`config.mk`:
```
export PLATFORM = sky130hd
export DESIGN_NAME = ep_in_bankbuf
export DESIGN_NICKNAME = d
export VERILOG_FILES = /design/src/rtl/ep_in_pkg.sv /design/src/rtl/ep_in_bank_mem.sv /design/src/rtl/ep_in_bank_track.sv /design/src/rtl/ep_in_irq_ctl.sv /design/src/rtl/ep_in_bankbuf.sv
export SDC_FILE = /design/constraint.sdc
export NUM_CORES = 1
export LEC_CHECK = 0
export ABC_AREA = 1
export CORE_ASPECT_RATIO = 1.25
export CORE_MARGIN = 10
export CORE_UTILIZATION = 45
export CTS_CLUSTER_DIAMETER = 60
export DETAILED_ROUTE_END_ITERATION = 12
export GPL_ROUTABILITY_DRIVEN = 0
export SETUP_SLACK_MARGIN = 0.2
export SLEW_MARGIN = 20
export SYNTH_ARGS = -nofsm -noshare
export SYNTH_HDL_FRONTEND = slang
export SYNTH_SLANG_ARGS = --single-unit
```
`constraint.sdc`:
```
create_clock -name clk -period 4 [get_ports clk]
set_input_delay 0.8 -clock clk [delete_from_list [all_inputs] [get_ports clk]]
set_output_delay 0.8 -clock clk [all_outputs]
set_load 0.005 [all_outputs]
```
`src/rtl/ep_in_pkg.sv`:
```
package ep_in_pkg;
  localparam int MAX_BANKS = 3;

  // next state of an interrupt enable bit: clear dominates set
  function automatic logic ie_next(input logic cur, input logic set_s, input logic clr_s);
    if (clr_s) return 1'b0;
    if (set_s) return 1'b1;
    return cur;
  endfunction
endpackage

```
`src/rtl/ep_in_bank_mem.sv`:
```
module ep_in_bank_mem #(
  parameter int NB = 2,
  parameter int BB = 8,
  parameter int DW = 8,
  parameter int AW = 3,
  parameter int LW = 4,
  parameter int PW = 1
) (
  input  logic          clk,
  input  logic          rst_n,
  input  logic          we,
  input  logic [PW-1:0] wbank,
  input  logic [AW-1:0] waddr,
  input  logic [DW-1:0] wdata,
  input  logic          len_we,
  input  logic [PW-1:0] len_bank,
  input  logic [LW-1:0] len_val,
  input  logic [PW-1:0] rbank,
  input  logic [AW-1:0] raddr,
  output logic [DW-1:0] rdata,
  output logic [LW-1:0] rlen
);
  logic [DW-1:0] bank_rd  [NB];
  logic [LW-1:0] bank_len [NB];

  for (genvar b = 0; b < NB; b++) begin : g_bank
    logic [DW-1:0] store [BB];
    logic [LW-1:0] len_q;

    always_ff @(posedge clk) begin
      if (we && (wbank == PW'(b))) store[waddr] <= wdata;
    end

    always_ff @(posedge clk) begin
      if (!rst_n)                            len_q <= '0;
      else if (len_we && (len_bank == PW'(b))) len_q <= len_val;
    end

    assign bank_rd[b]  = store[raddr];
    assign bank_len[b] = len_q;
  end

  assign rdata = bank_rd[rbank];
  assign rlen  = bank_len[rbank];
endmodule

```
`src/rtl/ep_in_bank_track.sv`:
```
module ep_in_bank_track #(
  parameter int NB = 2,
  parameter int PW = 1,
  parameter int CW = 2
) (
  input  logic          clk,
  input  logic          rst_n,
  input  logic          single,
  input  logic          push,
  input  logic          pop,
  output logic [PW-1:0] wbank,
  output logic [PW-1:0] rbank,
  output logic [CW-1:0] busy,
  output logic          space
);
  logic [PW-1:0] wp_q, rp_q;
  logic [CW-1:0] busy_q;
  logic [CW-1:0] usable;

  function automatic logic [PW-1:0] step(input logic [PW-1:0] p);
    return (p == PW'(NB - 1)) ? '0 : p + PW'(1);
  endfunction

  assign usable = single ? CW'(1) : CW'(NB);
  assign space  = busy_q < usable;

  always_ff @(posedge clk) begin
    if (!rst_n) begin
      wp_q   <= '0;
      rp_q   <= '0;
      busy_q <= '0;
    end else begin
      if (push && !single) wp_q <= step(wp_q);
      if (pop  && !single) rp_q <= step(rp_q);
      case ({push, pop})
        2'b10:   busy_q <= busy_q + CW'(1);
        2'b01:   busy_q <= busy_q - CW'(1);
        default: busy_q <= busy_q;
      endcase
    end
  end

  assign wbank = single ? '0 : wp_q;
  assign rbank = single ? '0 : rp_q;
  assign busy  = busy_q;
endmodule

```
`src/rtl/ep_in_irq_ctl.sv`:
```
module ep_in_irq_ctl (
  input  logic clk,
  input  logic rst_n,
  input  logic txrdy_set,
  input  logic txrdy_clr,
  input  logic allfree_set,
  input  logic allfree_clr,
  input  logic have_space,
  input  logic all_free,
  output logic irq_txrdy,
  output logic irq_allfree
);
  import ep_in_pkg::*;

  logic txrdy_en_q, allfree_en_q;

  always_ff @(posedge clk) begin
    if (!rst_n) begin
      txrdy_en_q   <= 1'b0;
      allfree_en_q <= 1'b0;
    end else begin
      txrdy_en_q   <= ie_next(txrdy_en_q, txrdy_set, txrdy_clr);
      allfree_en_q <= ie_next(allfree_en_q, allfree_set, allfree_clr);
    end
  end

  assign irq_txrdy   = txrdy_en_q && have_space;
  assign irq_allfree = allfree_en_q && all_free;
endmodule

```
`src/rtl/ep_in_bankbuf.sv`:
```
module ep_in_bankbuf #(
  parameter int NUM_BANKS  = 2,
  parameter int BANK_BYTES = 64,
  parameter int DW         = 8,
  localparam int CW = $clog2(NUM_BANKS + 1)
) (
  input  logic          clk,
  input  logic          rst_n,
  input  logic          cfg_auto,
  input  logic          cfg_iso,
  input  logic          wr_en,
  input  logic [DW-1:0] wr_data,
  input  logic          pkt_rdy,
  output logic          wr_space,
  output logic [CW-1:0] busy_cnt,
  output logic          ovf_err,
  output logic          rd_valid,
  input  logic          rd_ready,
  output logic [DW-1:0] rd_data,
  output logic          rd_last,
  output logic          rd_zlp,
  input  logic          txrdy_ie_set,
  input  logic          txrdy_ie_clr,
  input  logic          allfree_ie_set,
  input  logic          allfree_ie_clr,
  output logic          irq_txrdy,
  output logic          irq_allfree
);
  localparam int AW = (BANK_BYTES > 1) ? $clog2(BANK_BYTES) : 1;
  localparam int LW = $clog2(BANK_BYTES + 1);
  localparam int PW = (NUM_BANKS > 1) ? $clog2(NUM_BANKS) : 1;
  localparam logic [LW-1:0] FULL_LEN = LW'(BANK_BYTES);
  localparam logic [LW-1:0] LAST_POS = LW'(BANK_BYTES - 1);

  logic [LW-1:0] fill_q;
  logic [LW-1:0] rd_idx_q;
  logic          ovf_q;
  logic          auto_on;
  logic          accept;
  logic          auto_hit;
  logic          push;
  logic          pop;
  logic          beat;
  logic [LW-1:0] push_len;
  logic [PW-1:0] wbank, rbank;
  logic [LW-1:0] rlen;
  logic          space;
  logic [CW-1:0] busy;

  // write side
  assign auto_on  = cfg_auto && !cfg_iso;
  assign accept   = wr_en && space && (fill_q < FULL_LEN);
  assign auto_hit = auto_on && accept && (fill_q == LAST_POS);
  assign push     = space && (auto_hit || pkt_rdy);
  assign push_len = fill_q + LW'(accept);

  always_ff @(posedge clk) begin
    if (!rst_n) begin
      fill_q <= '0;
      ovf_q  <= 1'b0;
    end else begin
      if (push)        fill_q <= '0;
      else if (accept) fill_q <= fill_q + LW'(1);
      if ((wr_en && !accept) || (pkt_rdy && !space)) ovf_q <= 1'b1;
    end
  end

  // read side
  assign rd_valid = (busy != '0);
  assign rd_zlp   = (rlen == '0);
  assign rd_last  = rd_zlp || (rd_idx_q == rlen - LW'(1));
  assign beat     = rd_valid && rd_ready;
  assign pop      = beat && rd_last;

  always_ff @(posedge clk) begin
    if (!rst_n)       rd_idx_q <= '0;
    else if (pop)     rd_idx_q <= '0;
    else if (beat)    rd_idx_q <= rd_idx_q + LW'(1);
  end

  ep_in_bank_track #(.NB(NUM_BANKS), .PW(PW), .CW(CW)) u_track (
    .clk    (clk),
    .rst_n  (rst_n),
    .single (cfg_iso),
    .push   (push),
    .pop    (pop),
    .wbank  (wbank),
    .rbank  (rbank),
    .busy   (busy),
    .space  (space)
  );

  ep_in_bank_mem #(
    .NB(NUM_BANKS), .BB(BANK_BYTES), .DW(DW), .AW(AW), .LW(LW), .PW(PW)
  ) u_mem (
    .clk      (clk),
    .rst_n    (rst_n),
    .we       (accept),
    .wbank    (wbank),
    .waddr    (fill_q[AW-1:0]),
    .wdata    (wr_data),
    .len_we   (push),
    .len_bank (wbank),
    .len_val  (push_len),
    .rbank    (rbank),
    .raddr    (rd_idx_q[AW-1:0]),
    .rdata    (rd_data),
    .rlen     (rlen)
  );

  ep_in_irq_ctl u_irq (
    .clk         (clk),
    .rst_n       (rst_n),
    .txrdy_set   (txrdy_ie_set),
    .txrdy_clr   (txrdy_ie_clr),
    .allfree_set (allfree_ie_set),
    .allfree_clr (allfree_ie_clr),
    .have_space  (space),
    .all_free    (busy == '0),
    .irq_txrdy   (irq_txrdy),
    .irq_allfree (irq_allfree)
  );

  assign wr_space = space;
  assign busy_cnt = busy;
  assign ovf_err  = ovf_q;
endmodule

```
# Word level (Yosys, flattened, before mapping)

Memory sizes are Yosys's and may differ from the RTL's. A register that Yosys moved wholly into a read port is not among the register bits.
Index checks and enable logic that the tools add are counted.

$add $sub $neg: 8
Magnitude comparators: 3
Muxes and demuxes: 38
Equality and inequality tests: 4
Bitwise gates (word level): 3
Reductions and logical operators: 32

Operator list:

| cell                                              | number |
|---|---|
| two-way mux 1 bit                                 | 26 |
| two-way mux 6 bit                                 | 4 |
| two-way mux 8 bit                                 | 3 |
| two-way mux 7 bit                                 | 3 |
| logical AND 1 bit                                 | 18 |
| adder 7 x 1 -> 7 bit, second input constant       | 2 |
| nonzero test 2 bit                                | 4 |
| adder 7 x 1 -> 7 bit                              | 1 |
| == test 7 x 6 -> 1 bit, second input constant     | 1 |
| == test 7 bit                                     | 1 |
| zero test 7 bit                                   | 1 |
| less-than comparator 7 bit, second input constant | 1 |
| subtractor 7 x 1 -> 7 bit, second input constant  | 1 |
| case mux 2 bit (2 select lines)                   | 1 |
| OR reduction 2 bit                                | 2 |
| zero test 1 bit                                   | 3 |
| logical OR 1 bit                                  | 3 |
| adder 1 bit, second input constant                | 2 |
| adder 2 x 1 -> 2 bit, second input constant       | 1 |
| == test 2 x 1 -> 1 bit, second input constant     | 1 |
| == test 2 bit, second input constant              | 1 |
| >= comparator 2 bit, second input constant        | 1 |
| zero test 2 bit                                   | 1 |
| less-than comparator 2 bit                        | 1 |
| other kinds (4)                                   | 5 |

Memories kept: 2
Bits in registers: 35
Output and inout port bits: 17
RAM bits: 1024
Input port bits: 19
Word-level logic and storage cells: 100

Memory list:

| memory                | words | bits a word | read ports | clocked after memory_dff | wr ports | line                 | source |
|---|---|---|---|---|---|---|---|
| u_mem.g_bank[0].store | 64    | 8           | 1          | 1                        | 1        | ep_in_bank_mem.sv:27 | `logic [DW-1:0] store [BB];` |
| u_mem.g_bank[1].store | 64    | 8           | 1          | 1                        | 1        | ep_in_bank_mem.sv:27 |  |

# Longest topological paths before layout

Gate-level depths: netlist of run 1.

Depth after elaboration: 11
Gate-level depth with buffers: 21
Mapped depth without buffers: 20

# Modules after synthesis

A second synthesis of run 1 with hierarchy kept.

Cell total of the unflattened synthesis: 3858
Area total of the unflattened synthesis: 44151.1 um2

Modules (own cells, without submodules):

| module           | cells each | area an instance (um2) | seq. area each (um2) | instances |
|---|---|---|---|---|
| ep_in_bank_mem   | 3647       | 42768.5                | 31029.8              | 1 |
| ep_in_bankbuf    | 163        | 1076.0                 | 300.3                | 1 |
| ep_in_bank_track | 34         | 221.5                  | 80.1                 | 1 |
| ep_in_irq_ctl    | 14         | 85.1                   | 40.0                 | 1 |

# Least setup slack after synthesis of run 1

Ideal clock, no wire load.

Path kind: input to register
Start point: in cfg_iso
End point: reg u_track.busy_q[1], in the netlist u_track.busy[1]
Required time: 3.878 ns
Library setup time: 0.122 ns
Slack: 1.066 ns
Data arrival time: 2.812 ns
Cell stages on the path: 20
Path buffers: 1
Cells stage by stage: inv_2 > nand2_1 > buf_6 > nand2_1 > nand2_1 > ha_1 > xor2_1 > nand2_1 > nor2_1 > nand3_1 > a21oi_1 > nand2_1 > nand2_2 > nand2_1 > inv_1 > ha_1 > a21oi_1 > o21ai_0 > o21ai_0 > a21oi_1

Cells in the longest elaborated chain, start to end: 11

RTL lines:

| element                                                               | line                   | source |
|---|---|---|
| start: declaration                                                    | ep_in_bankbuf.sv:10    | `input logic cfg_iso,` |
| two-way mux 1 bit *                                                   | ep_in_bank_track.sv:44 | `assign rbank = single ? '0 : rp_q;` |
| NOT 1 -> 2 bit (implied by the code) *                                | ep_in_bank_mem.sv:44   | `assign rlen = bank_len[rbank];` |
| two-way mux 7 bit (implied by the code) * (3 in series)               | ep_in_bank_mem.sv:44   |  |
| subtractor 7 x 1 -> 7 bit                                             | ep_in_bankbuf.sv:71    | `assign rd_last = rd_zlp \|\| (rd_idx_q == rlen - LW'(1));` |
| == test 7 bit                                                         | ep_in_bankbuf.sv:71    |  |
| logical OR 1 bit *                                                    | ep_in_bankbuf.sv:71    |  |
| via rd_last                                                           | ep_in_bankbuf.sv:20    | `output logic rd_last,` |
| logical AND 1 bit *                                                   | ep_in_bankbuf.sv:73    | `assign pop = beat && rd_last;` |
| == test 2 x 1 -> 1 bit or == test 2 bit (tied branches)               | ep_in_bank_track.sv:35 | `case ({push, pop})` |
| case mux 2 bit (2 select lines) or nonzero test 2 bit (tied branches) | --                     |  |
| end signal: assignment                                                | ep_in_bank_track.sv:36 | `2'b10: busy_q <= busy_q + CW'(1);` |
| end signal: assignment                                                | ep_in_bank_track.sv:37 | `2'b01: busy_q <= busy_q - CW'(1);` |
| end signal: assignment                                                | ep_in_bank_track.sv:38 | `default: busy_q <= busy_q;` |
| end: declaration                                                      | ep_in_bank_track.sv:17 | `logic [CW-1:0] busy_q;` |

Mark *: on every way through the listed nets, which the timed path passes. The rest lies on a longest branch. The select of a mux whose other input is x is not followed.
A chain may end at the register's enable or synchronous reset.

==> results.cfg, run 1 <==
[run_status]
status = complete, no violations

[setup_path]
path_class = flop to output port
crit_family = buffers and inverters
crit_buf_inv = 7
crit_required_ns = 3.20
worstSetupStartpointType = flop
r2r-end = u_mem.g_bank[1].store[7][0]$_DFFE_PP_
cp_slowest_cell = dfxtp_4
worstSetupEndpointType = output port
critPathMaxStageDelay_ns = 0.42
reg2reg_slack_ns = 0.92
crit_arrival_ns = 3.07
path_common_cell = nand2_1
path_max_fanout = 8
r2r_start = fill_q[0]$_SDFFE_PP0P_
reg2reg_depth = 6
crit_chain = buf_12 -> buf_12 -> buf_16 -> buf_6 -> clkbuf_16 -> buf_12 -> nor2_1 -> o22ai_2 -> nand2_1 -> nand3_1 -> nand3_1 -> nand2_1 -> nand2_1 -> nand2_1 -> nand2_1 -> nand2_2 -> clkbuf_2

[logic_synthesis]
synthesis.area_um2 = 43200
synth.yosys.seq_area_share_pct = 73.0
synth-edff-count = 1024
yosysTopAreaCell = edfxtp_1
synth.area.top_cells = edfxtp_1 (71%), o21ai_0 (6.1%), nor2_1 (5.8%)
syn-instance-count = 3627
synth_flop_cell = edfxtp_1
synth.net_count = 3654
async_reset_ff_share_pct = 0
ys_ff_latch = 1065
postSynthAreaPerCell_um2 = 11.9
yosys_warnings = 0
synth_top_area_share_pct = 71.1
synth.distinct_cells = 30

[timing]
clock.fmax_mhz = 259
post-route-min-period_ns = 3.87
max_slew_margin_pct = 13.5
setup_viol = 0
finalSetupTns_ns = 0
hold_violations = 0
slew_viol_final = 0
post-route-period-util_pct = 96.7
worst_slew_pin_slew_ns = 1.29
finClkSkew_ns = 0.0254
rsz0062_at_grt = true

[clock_network]
root_buffer = clkbuf_16
cts_buffers = 105
cts_buffer_depth = 3
ctsHoldBuffers = 0
h-tree-depth = 3
cts_tree = yes
clkTransAtPathRegs_ns = 0.06
clk_latency_ns = 0.69
cts.sinks = 1065

[grt]
grt_pass1_vias = 28300
grt_max_degree = 89
gr-usage-all-layers_pct = 22.3
grt-ovfl-total = 0
grt_pass1_wl_um = 186000
grt_antenna_before_repair = 0

[placed_design]
place_area_um2 = 46400
portBuffers = 35
dp_hpwl_um = 70300

[drt]
drcViolationCount = 0
drt-vias-per-instance = 5.73
drtIter0Drc = 3414
drt_first_pass_iters = 6
vias = 30000
wl_per_cell_um = 24.6
postRouteAntennaNets = 0
totalWireLength_um = 129000

[flow_run]
maxCapViolations = 0

[hold_path]
hp-class = flop to flop
min_from = u_irq.txrdy_en_q$_SDFFE_PN0P_
holdPathEnd = u_irq.txrdy_en_q$_SDFFE_PN0P_
whs_path_depth = 2

[cells_and_area]
utilization_pct = 54.9
area_delta_synth_final_pct = 21.6
design_area_um2 = 52600
antenna_cells = 0
final_net_count = 3883
fill_cells = 8029
drive_gt1_share_pct = 17.1

[power_and_ir_drop]
p_leak_nw = 18.2
ir_drop_mv = 0.315
power.density_nw_per_um2 = 487
power_mw = 25.6

[floorplanning]
start_util_pct = 45.2
placeableCoreArea_um2 = 95700
die-area_um2 = 109000
die_w_um = 297
pin_count = 36
num_rows = 127
die_y_um = 367
-- worst max-delay path by stage --
stage	start	endpoint	slack, ns	depth (start not counted)
after floorplan	cfg_iso	u_track.busy[1]$_SDFFE_PN0P_	1.07	20
after global placement	cfg_iso	rd_last	0.11	13
after detailed placement	cfg_iso	rd_last	0.11	13
after CTS	flop	rd_data[4]	0.08	15
after global routing	flop	rd_data[1]	0.09	16
final	flop	rd_data[1]	0.13	17
-- logic make-up (layout without fill, tap and decap cells) --
family	after synthesis	in the layout	synth area share (%)
flip-flops	1065	1065	73.0
AO/OA/AOI/OAI	826	826	10.3
adder cells (fa/ha/maj)	8	8	0.232
AND/OR/NAND/NOR	1410	1410	13.1
XOR/XNOR	11	11	0.223
buffers and inverters	307	622	3.09
-- where the power goes --
group / leakage, nW / internal (mW) / total (mW) / switching, mW
clock: 1.65 / 5.62 / 9.80 / 4.18
combinational: 7.00 / 1.38 / 3.52 / 2.14
sequential: 9.54 / 12.3 / 12.3 / 0.0324
-- Yosys cell counts, types with 2 or more instances --
cell type and number:
inv_2 3, buf_4 9, xor2_1 11, o22ai_1 256, nor3_1 19, nand3_1 225, ha_1 8, dfxtp_1 41
nor2_1 668, buf_6 5, nand3_2 2, o21ai_0 524, nand2_1 483, o21ai_1 13, and2_1 4, buf_1 18
a21oi_1 32, clkbuf_1 124, nor2_2 2, buf_2 88, nand2_2 3, inv_1 58, edfxtp_1 1024
-- flip-flops by register name, summed over array words and instances, names as in the netlist, named ones only --
signal              count
u_irq.txrdy_en_q        1
ovf_err                 1
fill_q                  7
u_track.rp_q            1
u_track.busy            2
u_track.wp_q            1
u_mem.g_bank.store   1024
u_mem.g_bank.len_q     14
u_irq.allfree_en_q      1
rd_idx_q                7
-- what timing repair did --
action	in CTS	in global routing
setup buffers	38	20
cloned	27	15
resized for setup	149	149
pin swaps	32	73
endpoints found under the setup margin	9	10
-- stage by stage --
step	std cells	worst slack, ns	hold slack, ns
after floorplan	3627	1.07	0.430
after global placement	4939	0.114	0.467
after detailed placement	4939	0.108	0.465
after CTS	5197	0.0839	0.476
after global routing	5232	0.0898	0.515
final	5232	0.134	0.474
-- worst min-delay path, cell delays in order (launching register included) --
cell	delay, ns
dfxtp_1	0.30
nor2_1	0.08
nor3_1	0.04
-- layout make-up --
type	count	area (um2)	area share (%)
Timing Repair inverter	5	56.3	0.107
Sequential cell	1065	31600	60.1
Clock buffer	129	2770	5.27
Multi-Input combinational cell	2255	11100	21.0
Tap cell	1290	1610	3.07
Timing Repair Buffer	361	4560	8.68
Clock inverter	64	631	1.20
Inverter	63	282	0.536
-- per-layer routing --
layer / track usage [%] / vias to the layer above / part of all wire [%]
met1: 29.4 / 14900 / 40
met4: 9.03 / 0 / 4.1
met5: 0 / - / 0
li1: - / 13600 / -
met3: 3.16 / 214 / 7.6
met2: 36.9 / 1337 / 48
-- layout by cell type, fill, tap and decap left out, types with 3 or more instances in the layout --
cell	count
bufinv_16	11
clkbuf_1	20
inv_2	3
nand3_2	91
xor2_1	11
clkinv_2	16
dfxtp_1	36
buf_16	40
and2_4	4
edfxtp_1	1024
nand3_1	130
nor2_2	6
clkinv_1	25
nor3_2	9
o21ai_1	33
nand3_4	6
buf_12	47
nand2_1	452
nand2_2	34
bufbuf_16	3
nor3_1	9
inv_1	56
buf_4	214
clkinvlp_4	5
buf_6	16
inv_6	6
clkbuf_8	3
o22ai_1	250
o21ai_0	502
clkbuf_16	120
clkbuf_2	3
clkdlybuf4s50_1	18
a21oi_1	30
clkinv_8	3
buf_8	5
dfxtp_4	4
o22ai_2	6
nor2_1	663
ha_1	7
(Power assumes the default switching activity.)
==> run 2: changes to the inputs <==
--- a/config.mk
+++ b/config.mk
@@ -11,7 +11,6 @@
 export CORE_UTILIZATION = 45
 export CTS_CLUSTER_DIAMETER = 60
 export DETAILED_ROUTE_END_ITERATION = 12
-export GPL_ROUTABILITY_DRIVEN = 0
 export SETUP_SLACK_MARGIN = 0.2
 export SLEW_MARGIN = 20
 export SYNTH_ARGS = -nofsm -noshare
==> constraint.sdc (replaced) <==
create_clock -name clk -period 4 [get_ports clk]
set_input_delay 1 -clock clk [delete_from_list [all_inputs] [get_ports clk]]
set_output_delay 1 -clock clk [all_outputs]
set_load 0.005 [all_outputs]
==> results.cfg, run 2 (synthesized netlist as in run 1, its figures left out) <==
[floorplanning]
num_rows = 127
die_w_um = 297
placeableCoreArea_um2 = 95700
start_util_pct = 45.2
die_y_um = 367
die-area_um2 = 109000
pin_count = 36

[clock_network]
cts_buffers = 101
clk_latency_ns = 0.68
h-tree-depth = 3
ctsHoldBuffers = 0
cts_buffer_depth = 3
clkTransAtPathRegs_ns = 0.06
cts_tree = yes
cts.sinks = 1065
root_buffer = clkbuf_16

[grt]
gr-usage-all-layers_pct = 22.2
grt_pass1_wl_um = 184000
grt_pass1_vias = 28500
grt_max_degree = 88
grt-ovfl-total = 0
grt_antenna_before_repair = 0

[setup_path]
path_max_fanout = 15
crit_required_ns = 3.00
worstSetupStartpointType = flop
r2r_start = fill_q[2]$_SDFFE_PP0P_
reg2reg_depth = 6
path_class = flop to output port
worstSetupEndpointType = output port
crit_arrival_ns = 2.97
r2r-end = u_mem.g_bank[1].store[12][6]$_DFFE_PP_
reg2reg_slack_ns = 1.13

[power_and_ir_drop]
power.density_nw_per_um2 = 480
p_leak_nw = 18.3
ir_drop_mv = 0.321

[cells_and_area]
utilization_pct = 55.3
area_delta_synth_final_pct = 22.4
final_cell_mix = edfxtp_1 (1024), nor2_1 (666), o21ai_0 (484)
top_register = u_mem.g_bank.store
final_common_cell = edfxtp_1
design_area_um2 = 52900
largest_reg_flops = 1024
antenna_cells = 0
fill_cells = 7809
final_net_count = 3907
largestRegisters = u_mem.g_bank.store x1024, u_mem.g_bank.len_q x14
drive_gt1_share_pct = 17.8

[timing]
rsz0062_at_grt = true
max_slew_margin_pct = 20.7
worst_slew_pin_slew_ns = 1.18
hold_violations = 0
slew_viol_final = 0
finalWorstSetupSlack_ns = 0.0318
setup_viol = 0
post-route-period-util_pct = 99.2
clock.fmax_mhz = 252
finClkSkew_ns = 0.0193
post-route-min-period_ns = 3.97

[placed_design]
gp_congestion = 0.897
portBuffers = 35
dp_hpwl_um = 70900
place_area_um2 = 46700
place_ws_ns = -0.304

[hold_path]
hp-class = flop to flop
min_from = u_irq.txrdy_en_q$_SDFFE_PN0P_
whs_path_depth = 2
holdPathEnd = u_irq.txrdy_en_q$_SDFFE_PN0P_

[drt]
vias = 30000
postRouteAntennaNets = 0
totalWireLength_um = 127000
drtIter0Drc = 3537
drt-vias-per-instance = 5.72
drt_first_pass_iters = 5
wl_per_cell_um = 24.2
drcViolationCount = 0

[run_status]
status = complete, no violations

[flow_run]
maxCapViolations = 0
-- run 2: critical path, cell delays in order (launching register included) --
cell       delay (ns)
dfxtp_4          0.37
buf_12           0.16
buf_16           0.16
buf_6            0.14
clkbuf_16        0.17
o21ai_0          0.27
o22ai_1          0.14
nand2_1          0.09
nand3_2          0.10
nand3_4          0.13
nand2_2          0.07
nand2_1          0.08
o21ai_1          0.08
nand2_1          0.11
nand2_4          0.09
buf_6            0.12
-- run 2: worst max-delay path by stage --
stage	to	slack, ns	cells after the start
floorplan	rd_last	0.74	13
global placement	rd_last	-0.31	13
detailed placement	rd_last	-0.30	13
CTS	rd_data[5]	-0.03	14
global route	rd_data[1]	-0.06	15
finish	rd_data[1]	0.03	15
-- run 2: per-stage QoR --
| stage | hold WS [ns] | std cells | power, mW | setup TNS (ns) |
|---|---|---|---|---|
| after floorplan | 0.430 | 3627 | 14.0 | 0 |
| after global placement | 0.466 | 4970 | 15.1 | -0.546 |
| after detailed placement | 0.479 | 4970 | 15.1 | -0.536 |
| after CTS | 0.485 | 5208 | 25.1 | -0.0687 |
| after global routing | 0.509 | 5252 | 26.2 | -0.0691 |
| final | 0.482 | 5252 | 25.4 | 0 |
-- run 2: report_power, final --
part | total [mW] | switching, mW | leakage, nW | internal (mW)
Sequential | 12.3 | 0.0312 | 9.54 | 12.3
Combinational | 3.53 | 2.12 | 7.19 | 1.41
Clock | 9.58 | 4.10 | 1.60 | 5.48
Total | 25.4 | 6.26 | 18.3 | 19.1
-- run 2: layout make-up --
| class | count | area [um2] | share of cell area (%) |
|---|---|---|---|
| clock buffer | 125 | 2690 | 5.08 |
| clock inverter | 60 | 598 | 1.13 |
| inverter | 63 | 264 | 0.499 |
| multi-input combinational | 2255 | 11200 | 21.2 |
| sequential | 1065 | 31600 | 59.7 |
| tap | 1290 | 1610 | 3.05 |
| timing repair buffer | 390 | 4890 | 9.25 |
| timing repair inverter | 4 | 63.8 | 0.121 |
-- run 2: per-layer routing --
metal / vias to the layer above / GRT usage (%) / wire (um)
met1: 14900 / 28.8 / 51200
met2: 1204 / 36.9 / 61700
li1: 13700 / - / -
met4: 0 / 10.2 / 5650
met3: 247 / 2.91 / 8280
met5: - / 0 / 0
-- run 2: timing repair --
action | in CTS | in global routing
setup endpoints to repair | 10 | 10
cloned | 32 | 13
pin swaps | 41 | 84
buffers inserted | 21 | 31
resized for setup | 218 | 146
